--- config.mk ---
export PLATFORM = sky130hd
export DESIGN_NAME = midi_serial_port
export DESIGN_NICKNAME = d
export VERILOG_FILES = /design/src/rtl/midi_port_pkg.sv /design/src/rtl/midi_irq_decode.sv /design/src/rtl/midi_tx_serializer.sv /design/src/rtl/midi_rx_deframer.sv /design/src/rtl/midi_serial_port.sv
export SDC_FILE = /design/constraint.sdc
export NUM_CORES = 1
export LEC_CHECK = 0
export ABC_AREA = 1
export BUFFER_PORTS_ARGS = -buffer_cell sky130_fd_sc_hd__buf_4
export CORE_UTILIZATION = 40
export CTS_CLUSTER_SIZE = 20
export DETAILED_ROUTE_END_ITERATION = 12
export HOLD_SLACK_MARGIN = 0.08
export PLACE_DENSITY = 0.53
export SYNTH_ARGS = -nofsm -noshare
export SYNTH_HDL_FRONTEND = slang
export SYNTH_SLANG_ARGS = --single-unit
--- constraint.sdc ---
create_clock -name clk -period 2.3 [get_ports clk]
set_clock_uncertainty 0.1 [all_clocks]
set_input_delay 0.345 -clock clk [delete_from_list [all_inputs] [get_ports clk]]
set_output_delay 0.345 -clock clk [all_outputs]
set_load 0.02 [all_outputs]
--- src/rtl/midi_port_pkg.sv ---
package midi_port_pkg;
  // Status byte layout; software decodes these positions.
  localparam int STAT_IRQ_BIT  = 7;
  localparam int STAT_TXE_BIT  = 1;
  localparam int STAT_RXF_BIT  = 0;
  // Control byte enable decoding.
  localparam int CTRL_RXIE_BIT = 7;
  localparam int CTRL_TXM_HI   = 6;
  localparam int CTRL_TXM_LO   = 5;
  localparam logic [1:0] TX_IRQ_MODE = 2'b01;
  // Receive data register contents after reset.
  localparam logic [7:0] RXDATA_RESET = 8'h01;

  typedef enum logic [1:0] {
    RX_IDLE  = 2'd0,
    RX_START = 2'd1,
    RX_DATA  = 2'd2
  } rx_state_e;
endpackage

--- src/rtl/midi_irq_decode.sv ---
module midi_irq_decode
  import midi_port_pkg::*;
(
  input  logic       rx_enable,
  input  logic [1:0] tx_mode,
  input  logic       rx_full,
  input  logic       tx_empty,
  output logic       irq_req
);
  logic rx_cause;
  logic tx_cause;

  always_comb begin
    rx_cause = rx_enable && rx_full;
    tx_cause = (tx_mode == TX_IRQ_MODE) && tx_empty;
    irq_req  = rx_cause || tx_cause;
  end
endmodule

--- src/rtl/midi_tx_serializer.sv ---
module midi_tx_serializer #(
  parameter int CLKS_PER_BIT = 256,
  parameter int DATA_BITS    = 8
) (
  input  logic                 clk,
  input  logic                 rst,
  input  logic                 wr_stb,
  input  logic [DATA_BITS-1:0] wr_byte,
  output logic                 tx_line,
  output logic                 busy,
  output logic                 tx_empty,
  output logic                 tx_empty_nxt
);
  localparam int FRAME_BITS = DATA_BITS + 2;
  localparam int CW = (CLKS_PER_BIT > 1) ? $clog2(CLKS_PER_BIT) : 1;
  localparam int IW = $clog2(FRAME_BITS);
  localparam logic [CW-1:0] CNT_LAST = CW'(CLKS_PER_BIT - 1);
  localparam logic [IW-1:0] IDX_LAST = IW'(FRAME_BITS - 1);

  logic [CW-1:0]         clk_cnt;
  logic [IW-1:0]         bit_idx;
  logic [FRAME_BITS-1:0] frame_sr;
  logic [DATA_BITS-1:0]  hold_q;
  logic                  hold_full;

  logic bit_end;
  logic frame_end;
  logic start_end;
  logic load_from_hold;
  logic load_direct;

  always_comb begin
    bit_end        = busy && (clk_cnt == CNT_LAST);
    frame_end      = bit_end && (bit_idx == IDX_LAST);
    start_end      = bit_end && (bit_idx == '0);
    load_from_hold = frame_end && hold_full;
    load_direct    = wr_stb && !hold_full && (!busy || frame_end);
    if (wr_stb)
      tx_empty_nxt = 1'b0;
    else if (start_end && !hold_full)
      tx_empty_nxt = 1'b1;
    else
      tx_empty_nxt = tx_empty;
  end

  always_ff @(posedge clk) begin
    if (rst) begin
      clk_cnt   <= '0;
      bit_idx   <= '0;
      frame_sr  <= '1;
      hold_q    <= '0;
      hold_full <= 1'b0;
      busy      <= 1'b0;
      tx_line   <= 1'b1;
      tx_empty  <= 1'b1;
    end else begin
      tx_empty <= tx_empty_nxt;
      if (load_from_hold || load_direct) begin
        frame_sr <= {1'b1, (load_from_hold ? hold_q : wr_byte), 1'b0};
        busy     <= 1'b1;
        clk_cnt  <= '0;
        bit_idx  <= '0;
        tx_line  <= 1'b0;
      end else if (frame_end) begin
        busy    <= 1'b0;
        clk_cnt <= '0;
        bit_idx <= '0;
        tx_line <= 1'b1;
      end else if (bit_end) begin
        clk_cnt  <= '0;
        bit_idx  <= bit_idx + IW'(1);
        tx_line  <= frame_sr[1];
        frame_sr <= {1'b1, frame_sr[FRAME_BITS-1:1]};
      end else if (busy) begin
        clk_cnt <= clk_cnt + CW'(1);
      end

      if (wr_stb && !load_direct) begin
        hold_q    <= wr_byte;
        hold_full <= 1'b1;
      end else if (load_from_hold) begin
        hold_full <= 1'b0;
      end
    end
  end
endmodule

--- src/rtl/midi_rx_deframer.sv ---
module midi_rx_deframer
  import midi_port_pkg::*;
#(
  parameter int CLKS_PER_BIT = 256,
  parameter int DATA_BITS    = 8
) (
  input  logic                 clk,
  input  logic                 rst,
  input  logic                 rx_line,
  output logic                 rx_done,
  output logic [DATA_BITS-1:0] rx_byte
);
  localparam int CW = (CLKS_PER_BIT > 1) ? $clog2(CLKS_PER_BIT) : 1;
  localparam int BW = $clog2(DATA_BITS + 1);
  localparam logic [CW-1:0] CNT_LAST = CW'(CLKS_PER_BIT - 1);
  localparam logic [CW-1:0] CNT_MID  = CW'(CLKS_PER_BIT / 2 - 1);
  localparam logic [BW-1:0] STOP_IDX = BW'(DATA_BITS);

  rx_state_e            state;
  logic                 sync1;
  logic                 sync2;
  logic                 prev;
  logic [CW-1:0]        cnt;
  logic [BW-1:0]        bitn;
  logic [DATA_BITS-1:0] shreg;

  always_ff @(posedge clk) begin
    if (rst) begin
      state   <= RX_IDLE;
      sync1   <= 1'b1;
      sync2   <= 1'b1;
      prev    <= 1'b1;
      cnt     <= '0;
      bitn    <= '0;
      shreg   <= '0;
      rx_done <= 1'b0;
      rx_byte <= '0;
    end else begin
      sync1   <= rx_line;
      sync2   <= sync1;
      prev    <= sync2;
      rx_done <= 1'b0;
      unique case (state)
        RX_IDLE: begin
          if (prev && !sync2) begin
            state <= RX_START;
            cnt   <= '0;
          end
        end
        RX_START: begin
          if (cnt == CNT_MID) begin
            cnt  <= '0;
            bitn <= '0;
            state <= sync2 ? RX_IDLE : RX_DATA;
          end else begin
            cnt <= cnt + CW'(1);
          end
        end
        RX_DATA: begin
          if (cnt == CNT_LAST) begin
            cnt <= '0;
            if (bitn == STOP_IDX) begin
              rx_done <= 1'b1;
              rx_byte <= shreg;
              state   <= RX_IDLE;
            end else begin
              shreg <= {sync2, shreg[DATA_BITS-1:1]};
              bitn  <= bitn + BW'(1);
            end
          end else begin
            cnt <= cnt + CW'(1);
          end
        end
        default: state <= RX_IDLE;
      endcase
    end
  end
endmodule

--- src/rtl/midi_serial_port.sv ---
module midi_serial_port
  import midi_port_pkg::*;
#(
  parameter int CLKS_PER_BIT = 256,
  parameter int DATA_BITS    = 8
) (
  input  logic                 clk,
  input  logic                 rst,
  input  logic                 bus_sel_data,
  input  logic                 bus_wr,
  input  logic                 bus_rd,
  input  logic [DATA_BITS-1:0] bus_wdata,
  output logic [DATA_BITS-1:0] bus_rdata,
  input  logic                 midi_rx,
  output logic                 midi_tx,
  output logic                 irq_n
);
  logic [DATA_BITS-1:0] ctrl_q;
  logic [DATA_BITS-1:0] ctrl_nxt;
  logic [DATA_BITS-1:0] rxdata_q;
  logic [DATA_BITS-1:0] status_w;
  logic                 rxf_q;
  logic                 rxf_nxt;
  logic                 irq_q;
  logic                 irq_nxt;
  logic                 tdre_q;
  logic                 tdre_nxt;
  logic                 tx_busy;
  logic                 rx_done;
  logic [DATA_BITS-1:0] rx_byte;

  logic wr_ctrl, wr_data, rd_stat, rd_data;

  always_comb begin
    wr_ctrl  = bus_wr && !bus_sel_data;
    wr_data  = bus_wr &&  bus_sel_data;
    rd_stat  = bus_rd && !bus_sel_data;
    rd_data  = bus_rd &&  bus_sel_data;
    ctrl_nxt = wr_ctrl ? bus_wdata : ctrl_q;
    if (rx_done)      rxf_nxt = 1'b1;
    else if (rd_data) rxf_nxt = 1'b0;
    else              rxf_nxt = rxf_q;
    status_w                = '0;
    status_w[STAT_IRQ_BIT]  = irq_q;
    status_w[STAT_TXE_BIT]  = tdre_q;
    status_w[STAT_RXF_BIT]  = rxf_q;
  end

  midi_tx_serializer #(
    .CLKS_PER_BIT(CLKS_PER_BIT),
    .DATA_BITS   (DATA_BITS)
  ) u_tx (
    .clk         (clk),
    .rst         (rst),
    .wr_stb      (wr_data),
    .wr_byte     (bus_wdata),
    .tx_line     (midi_tx),
    .busy        (tx_busy),
    .tx_empty    (tdre_q),
    .tx_empty_nxt(tdre_nxt)
  );

  midi_rx_deframer #(
    .CLKS_PER_BIT(CLKS_PER_BIT),
    .DATA_BITS   (DATA_BITS)
  ) u_rx (
    .clk    (clk),
    .rst    (rst),
    .rx_line(midi_rx),
    .rx_done(rx_done),
    .rx_byte(rx_byte)
  );

  // Interrupt decided from next-state values so it moves with the flags.
  midi_irq_decode u_irq (
    .rx_enable(ctrl_nxt[CTRL_RXIE_BIT]),
    .tx_mode  (ctrl_nxt[CTRL_TXM_HI:CTRL_TXM_LO]),
    .rx_full  (rxf_nxt),
    .tx_empty (tdre_nxt),
    .irq_req  (irq_nxt)
  );

  always_ff @(posedge clk) begin
    if (rst) begin
      ctrl_q    <= '0;
      rxdata_q  <= DATA_BITS'(RXDATA_RESET);
      rxf_q     <= 1'b0;
      irq_q     <= 1'b0;
      bus_rdata <= '0;
    end else begin
      ctrl_q <= ctrl_nxt;
      rxf_q  <= rxf_nxt;
      irq_q  <= irq_nxt;
      if (rx_done) rxdata_q <= rx_byte;
      if (rd_stat)      bus_rdata <= status_w;
      else if (rd_data) bus_rdata <= rxdata_q;
    end
  end

  assign irq_n = !irq_q;
endmodule

# Word level (Yosys, flattened, before mapping)

Index checks and enable logic that the tools add are counted.

Add/subtract/negate cells: 4
Equal/unequal tests: 14
Multiplexer cells: 33
Bitwise gates (word level): 3
Reduce and logical (&&, ||, !) cells: 43

Operator list:

| cell                  | number |
|---|---|
| $mux W8               | 7 |
| $mux W9               | 3 |
| $pmux W8 S3           | 1 |
| $add A8 B1 Y8 const B | 2 |
| $eq A8 B8 Y1 const B  | 2 |
| $logic_and A1 B1 Y1   | 15 |
| $mux W1               | 12 |
| $mux W4               | 3 |
| $mux W2               | 5 |
| $reduce_bool A2 Y1    | 5 |
| $add A4 B1 Y4 const B | 2 |
| $eq A4 B4 Y1 const B  | 2 |
| $eq A8 B7 Y1 const B  | 1 |
| $ne A2 B1 Y1 const B  | 4 |
| $pmux W4 S2           | 1 |
| $reduce_and A4 Y1     | 2 |
| $logic_not A1 Y1      | 6 |
| $pmux W2 S3           | 1 |
| $reduce_and A3 Y1     | 2 |
| $reduce_bool A3 Y1    | 2 |
| $reduce_or A3 Y1      | 2 |
| $eq A2 B1 Y1 const B  | 2 |
| $logic_not A4 Y1      | 1 |
| $ne A2 B2 Y1 const B  | 2 |
| other kinds (7)       | 12 |

Register bits: 93
Input port bits: 14
Output and inout port bits: 10
Word-level logic and storage cells: 121

# Logic depth before layout (Yosys ltp)

Word-level depth: 8
Gate-level depth with buffers: 11
Gate-level depth less buffers: 11

# Cells and area by module

A second synthesis with hierarchy kept.

Cells, all modules: 553
Area, all modules: 4169.0 µm²

Modules (own cells, without submodules):

| module             | instances | cells an instance | area each (µm²) | sequential area each (µm²) |
|---|---|---|---|---|
| midi_tx_serializer | 1         | 235               | 1700.4          | 640.6 |
| midi_rx_deframer   | 1         | 202               | 1621.6          | 680.7 |
| midi_serial_port   | 1         | 112               | 830.8           | 420.4 |
| midi_irq_decode    | 1         | 4                 | 16.3            | 0.0 |

# Least setup slack after synthesis

Ideal clock, no wire load.

Kind: reg-to-reg
Start: reg u_rx.state[0]
End: reg u_rx.cnt[5]
Data arrival time: 1.473 ns
Data required time: 2.135 ns
Setup slack: 0.662 ns
Cell stages (with the launch flop): 11
Period minus slack after synthesis: 1.638 ns
Cells stage by stage: dfxtp_1 > inv_1 > ha_1 > a21boi_1 > nor2_2 > inv_2 > nor2_1 > inv_1 > o21ai_0 > nand2_1 > nor2_1

Longest elaborated chain between the ends: 3
Elaborated cells between the ends (all ways): 7
Those cells by class: eq/ne (3); mux (1); reduce/logical (3)

RTL lines:

| element                                                             | line                   | RTL |
|---|---|---|
| from (decl)                                                         | midi_rx_deframer.sv:19 | `rx_state_e state;` |
| from (signal assigned)                                              | midi_rx_deframer.sv:54 | `state <= sync2 ? RX_IDLE : RX_DATA;` |
| $eq A2 B1 Y1 (tied with other cells)                                | midi_rx_deframer.sv:43 | `unique case (state)` |
| $reduce_bool A3 Y1 (no source line) or $ne A2 B1 Y1 (tied branches) | -                      |  |
| $reduce_and A2 Y1 (no source line)                                  | -                      |  |
| to (signal assigned)                                                | midi_rx_deframer.sv:56 | `cnt <= cnt + CW'(1);` |
| to (signal assigned)                                                | midi_rx_deframer.sv:71 | `cnt <= cnt + CW'(1);` |
| to (decl)                                                           | midi_rx_deframer.sv:23 | `logic [CW-1:0] cnt;` |

Parallel ways exist; a longest one is shown, timed or not.
A chain may end at the register's enable or synchronous reset.

# Worst setup path after layout

Start: reg u_tx.clk_cnt[0]
End: reg u_tx.clk_cnt[7]

Longest elaborated chain between the ends: 7
Elaborated cells between the ends (all ways): 9
Those cells by class: add/sub (1); eq/ne (1); reduce/logical (7)

RTL lines:

| element                           | line                     | RTL |
|---|---|---|
| from (decl)                       | midi_tx_serializer.sv:20 | `logic [CW-1:0] clk_cnt;` |
| from (signal assigned)            | midi_tx_serializer.sv:75 | `clk_cnt <= clk_cnt + CW'(1);` |
| $eq A8 B8 Y1                      | midi_tx_serializer.sv:33 | `bit_end = busy && (clk_cnt == CNT_LAST);` |
| $logic_and A1 B1 Y1               | midi_tx_serializer.sv:33 |  |
| $logic_and A1 B1 Y1               | midi_tx_serializer.sv:34 | `frame_end = bit_end && (bit_idx == IDX_LAST);` |
| $logic_or A1 B1 Y1                | midi_tx_serializer.sv:37 | `load_direct = wr_stb && !hold_full && (!busy \|\| frame_end);` |
| $logic_and A1 B1 Y1               | midi_tx_serializer.sv:37 |  |
| $logic_or A1 B1 Y1                | midi_tx_serializer.sv:58 | `if (load_from_hold \|\| load_direct) begin` |
| $reduce_or A4 Y1 (no source line) | -                        |  |

Parallel ways exist; a longest one is shown, timed or not.

==> reports/qor.yml <==
setup_path:
  cp.arrival_ns: 2.04
  worst-path-buf-inv: 0
  critPathRequiredTime_ns: 2.45
  cp-end-kind: "flip-flop"
  worstSetupPathType: "reg -> reg"
  path_common_cell: "nor2_1"
  crit_path_end: "u_tx.clk_cnt[7]"
  cp_top_family: "simple AND/OR/NAND/NOR gates"
  start_kind: "flip-flop"
  slowest_delay_ns: 0.38
  worstSetupStartpoint: "u_tx.clk_cnt[0]"
  r2r_slack_ns: 0.41
  cp.depth: 8
  critPathMaxFanout: 14
  rr_startpoint: "u_tx.clk_cnt[0]"
  ff2ff_path_depth: 8
  rr_endpoint: "u_tx.clk_cnt[7]"
  path_cells: "ha_1 -> nand3_2 -> nor2_4 -> nand4_4 -> nand2_4 -> nor2_1 -> nand2_2 -> nor2_1"
  slowest_stage: "dfxtp_1"
sta:
  period_share: 0.822
  slew_violations: 0
  slew-limit-headroom: 0.762
  setup_viol: 0
  max_freq_mhz: 529
  rsz0062_at_grt: "false"
  final_hold_viol_count: 0
  period_minus_slack_ns: 1.89
  worstMarginPinSlew_ns: 0.356
  tns_ns: 0
routing:
  wl_met2_um: 3670
  drt_iter0_drc: 107
  top_layer: "met4"
  route.detailed.drc: 0
  wl_met1_um: 3970
  num_vias: 3259
  route.met3.wl_um: 224
  route.antenna.remaining_nets: 0
  first_pass_iters: 4
  totalWireLength_um: 7930
  wl_per_cell_um: 11.4
  via_per_inst: 4.70
place:
  place_hpwl_um: 5710
  port_buffers: 23
  placed_area_sq_um: 4210
  place.gp.congestion: 0.803
  placedCellCount: 677
layout:
  layout-drive-gt1-share: 0.119
  final_nets: 585
  synthToLayoutAreaGrowth_pct: 13.1
  finalNonFillerCells: 694
  final_cell_area_sq_um: 4440
  antenna_cells: 0
synth:
  ys_top_cells_by_count: "nand2_1 (109), nor2_1 (101), dfxtp_1 (87)"
  synth_flop_cell: "dfxtp_1"
  yosysMostFrequentCell: "nand2_1"
  avgSynthCellArea_sq_um: 7.34
  ys_seq_area_frac: 0.444
  synth_area_leaders: "dfxtp_1 (44%), nand2_1 (10%), nor2_1 (9.7%), nand3_1 (5.6%), inv_1 (5.1%)"
  synthArstFlopShare: 0
  synth_nets: 559
  ys_seq_elements: 87
  yosys.area.top_type: "dfxtp_1"
  synth_area_sq_um: 3920
  synth_cell_types: 37
  synthCells: 534
  synth-edff-count: 0
  synth_warnings: 0
  netlist.area_leader.share: 0.444
floorplan:
  fp.dieW_um: 101
  core-area_sq_um: 9370
  rows: 35
  io_pins: 24
  dieArea_sq_um: 10200
  start_util: 0.418
  die_y_um: 101
cts:
  post_cts.repair.setup_buffers: 0
  clockRootBuffer: "clkbuf_8"
  cts_tree: "done"
  clock_sinks: 87
  clock_latency_ns: 0.35
  path_clk_slew_ns: 0.09
  cts_buffers: 9
  ctsResizeCount: 0
  clock_path_buffers: 2
  postCtsHoldBufs: 1
  htreeDepth: 3
grt:
  grt_usage: 0.170
  grt_pass1_vias: 3074
  antenna_found_initial: 0
  grt_max_degree: 33
  grt.overflow.total: 0
  grt_pass1_wl_um: 13900
pwr:
  p_leak_nw: 2.00
  ir_worst_vdd_v: 0.000384
  p_per_area_nw_per_um2: 719
  finalPower_mw: 3.19
hold_path:
  hp-class: "in -> reg"
status:
  outcome: "complete, no violations"
run:
  max_cap_viol_count: 0
sequential cells by signal, indices dropped and copies added, names as in the netlist, 2 cells and up:
name           count
bus_rdata          8
rxdata_q           8
u_rx.cnt           8
u_rx.rx_byte       8
u_rx.shreg         8
u_tx.clk_cnt       8
u_tx.frame_sr      8
u_tx.hold_q        8
u_rx.bitn          4
u_tx.bit_idx       4
ctrl_q             3
u_rx.state         2
per-layer routing:
layer,vias up,GRT usage
li1,1749,-
met1,1467,0.226
met2,37,0.280
met3,6,0.0243
met4,0,0.0647
met5,-,0
through the flow:
| stage | hold slack, ns | setup WS (ns) | utilization |
|---|---|---|---|
| 5_1_grt | 0.154 | 0.191 | 0.473 |
| 2_1_floorplan | 0.289 | 0.662 | - |
| 4_1_cts | 0.148 | 0.384 | 0.473 |
| 6_report | 0.159 | 0.409 | 0.473 |
| 3_5_place_dp | 0.294 | 0.400 | 0.449 |
| 3_3_place_gp | 0.293 | 0.412 | 0.449 |
power breakdown:
part           total [mW]  internal (mW)  switching [mW]
sequential           1.59           1.56          0.0332
clock                1.15          0.552           0.598
combinational       0.447          0.164           0.283
total                3.19           2.27           0.914
cells by family after synthesis:
group                    count (synthesis)  synth area share
buffers and inverters                   71            0.0763
AND/OR/NAND/NOR                        284             0.318
XOR/XNOR                                13            0.0290
multiplexers                             1           0.00255
AO/OA/AOI/OAI                           67            0.0951
adder cells (fa/ha/maj)                 11            0.0351
flip-flops                              87             0.444
worst min path at each step:
| stage | startpoint | endpoint | cells after the start |
|---|---|---|---|
| 6_report | bus_wdata[1] | u_tx.hold_q[1] | 3 |
| 5_1_grt | bus_wdata[7] | u_tx.hold_q[7] | 3 |
| 3_3_place_gp | u_rx.sync1 | u_rx.sync2 | 1 |
| 3_5_place_dp | u_rx.sync1 | u_rx.sync2 | 1 |
| 4_1_cts | bus_wdata[4] | u_tx.hold_q[4] | 3 |
| 2_1_floorplan | u_rx.sync1 | u_rx.sync2 | 1 |
worst reg2reg max path, delay by kind of cell, from the launching register on:
kind                       cells  cell delay, ns
adders and majority gates      1            0.22
DFF                            1            0.38
and+or+nand+nor                7            1.10
layout make-up:
cell class                 instances  area (sq um)
clock inverter                     6          76.3
timing repair buffer              30           228
clock buffer                      10           138
multi-input combinational        376          1880
fill                            1001          4940
sequential                        87          1740
inverter                          56           210
tap                              129           161
cells in the final DEF, fill, tap and decap left out, types with 2 or more instances in the layout:
| master | n |
|---|---|
| a21oi_1 | 19 |
| buf_4 | 29 |
| clkbuf_8 | 10 |
| clkinv_4 | 2 |
| dfxtp_1 | 87 |
| ha_1 | 11 |
| inv_1 | 53 |
| inv_2 | 3 |
| inv_6 | 2 |
| nand2_1 | 109 |
| nand2_2 | 2 |
| nand2_4 | 3 |
| nand3_1 | 44 |
| nand4_1 | 10 |
| nor2_1 | 101 |
| nor2_2 | 2 |
| o21ai_0 | 39 |
| o221ai_1 | 2 |
| or2_2 | 6 |
| xnor2_1 | 6 |
| xor2_1 | 7 |
No activity file was read; power rests on OpenSTA's default activity.
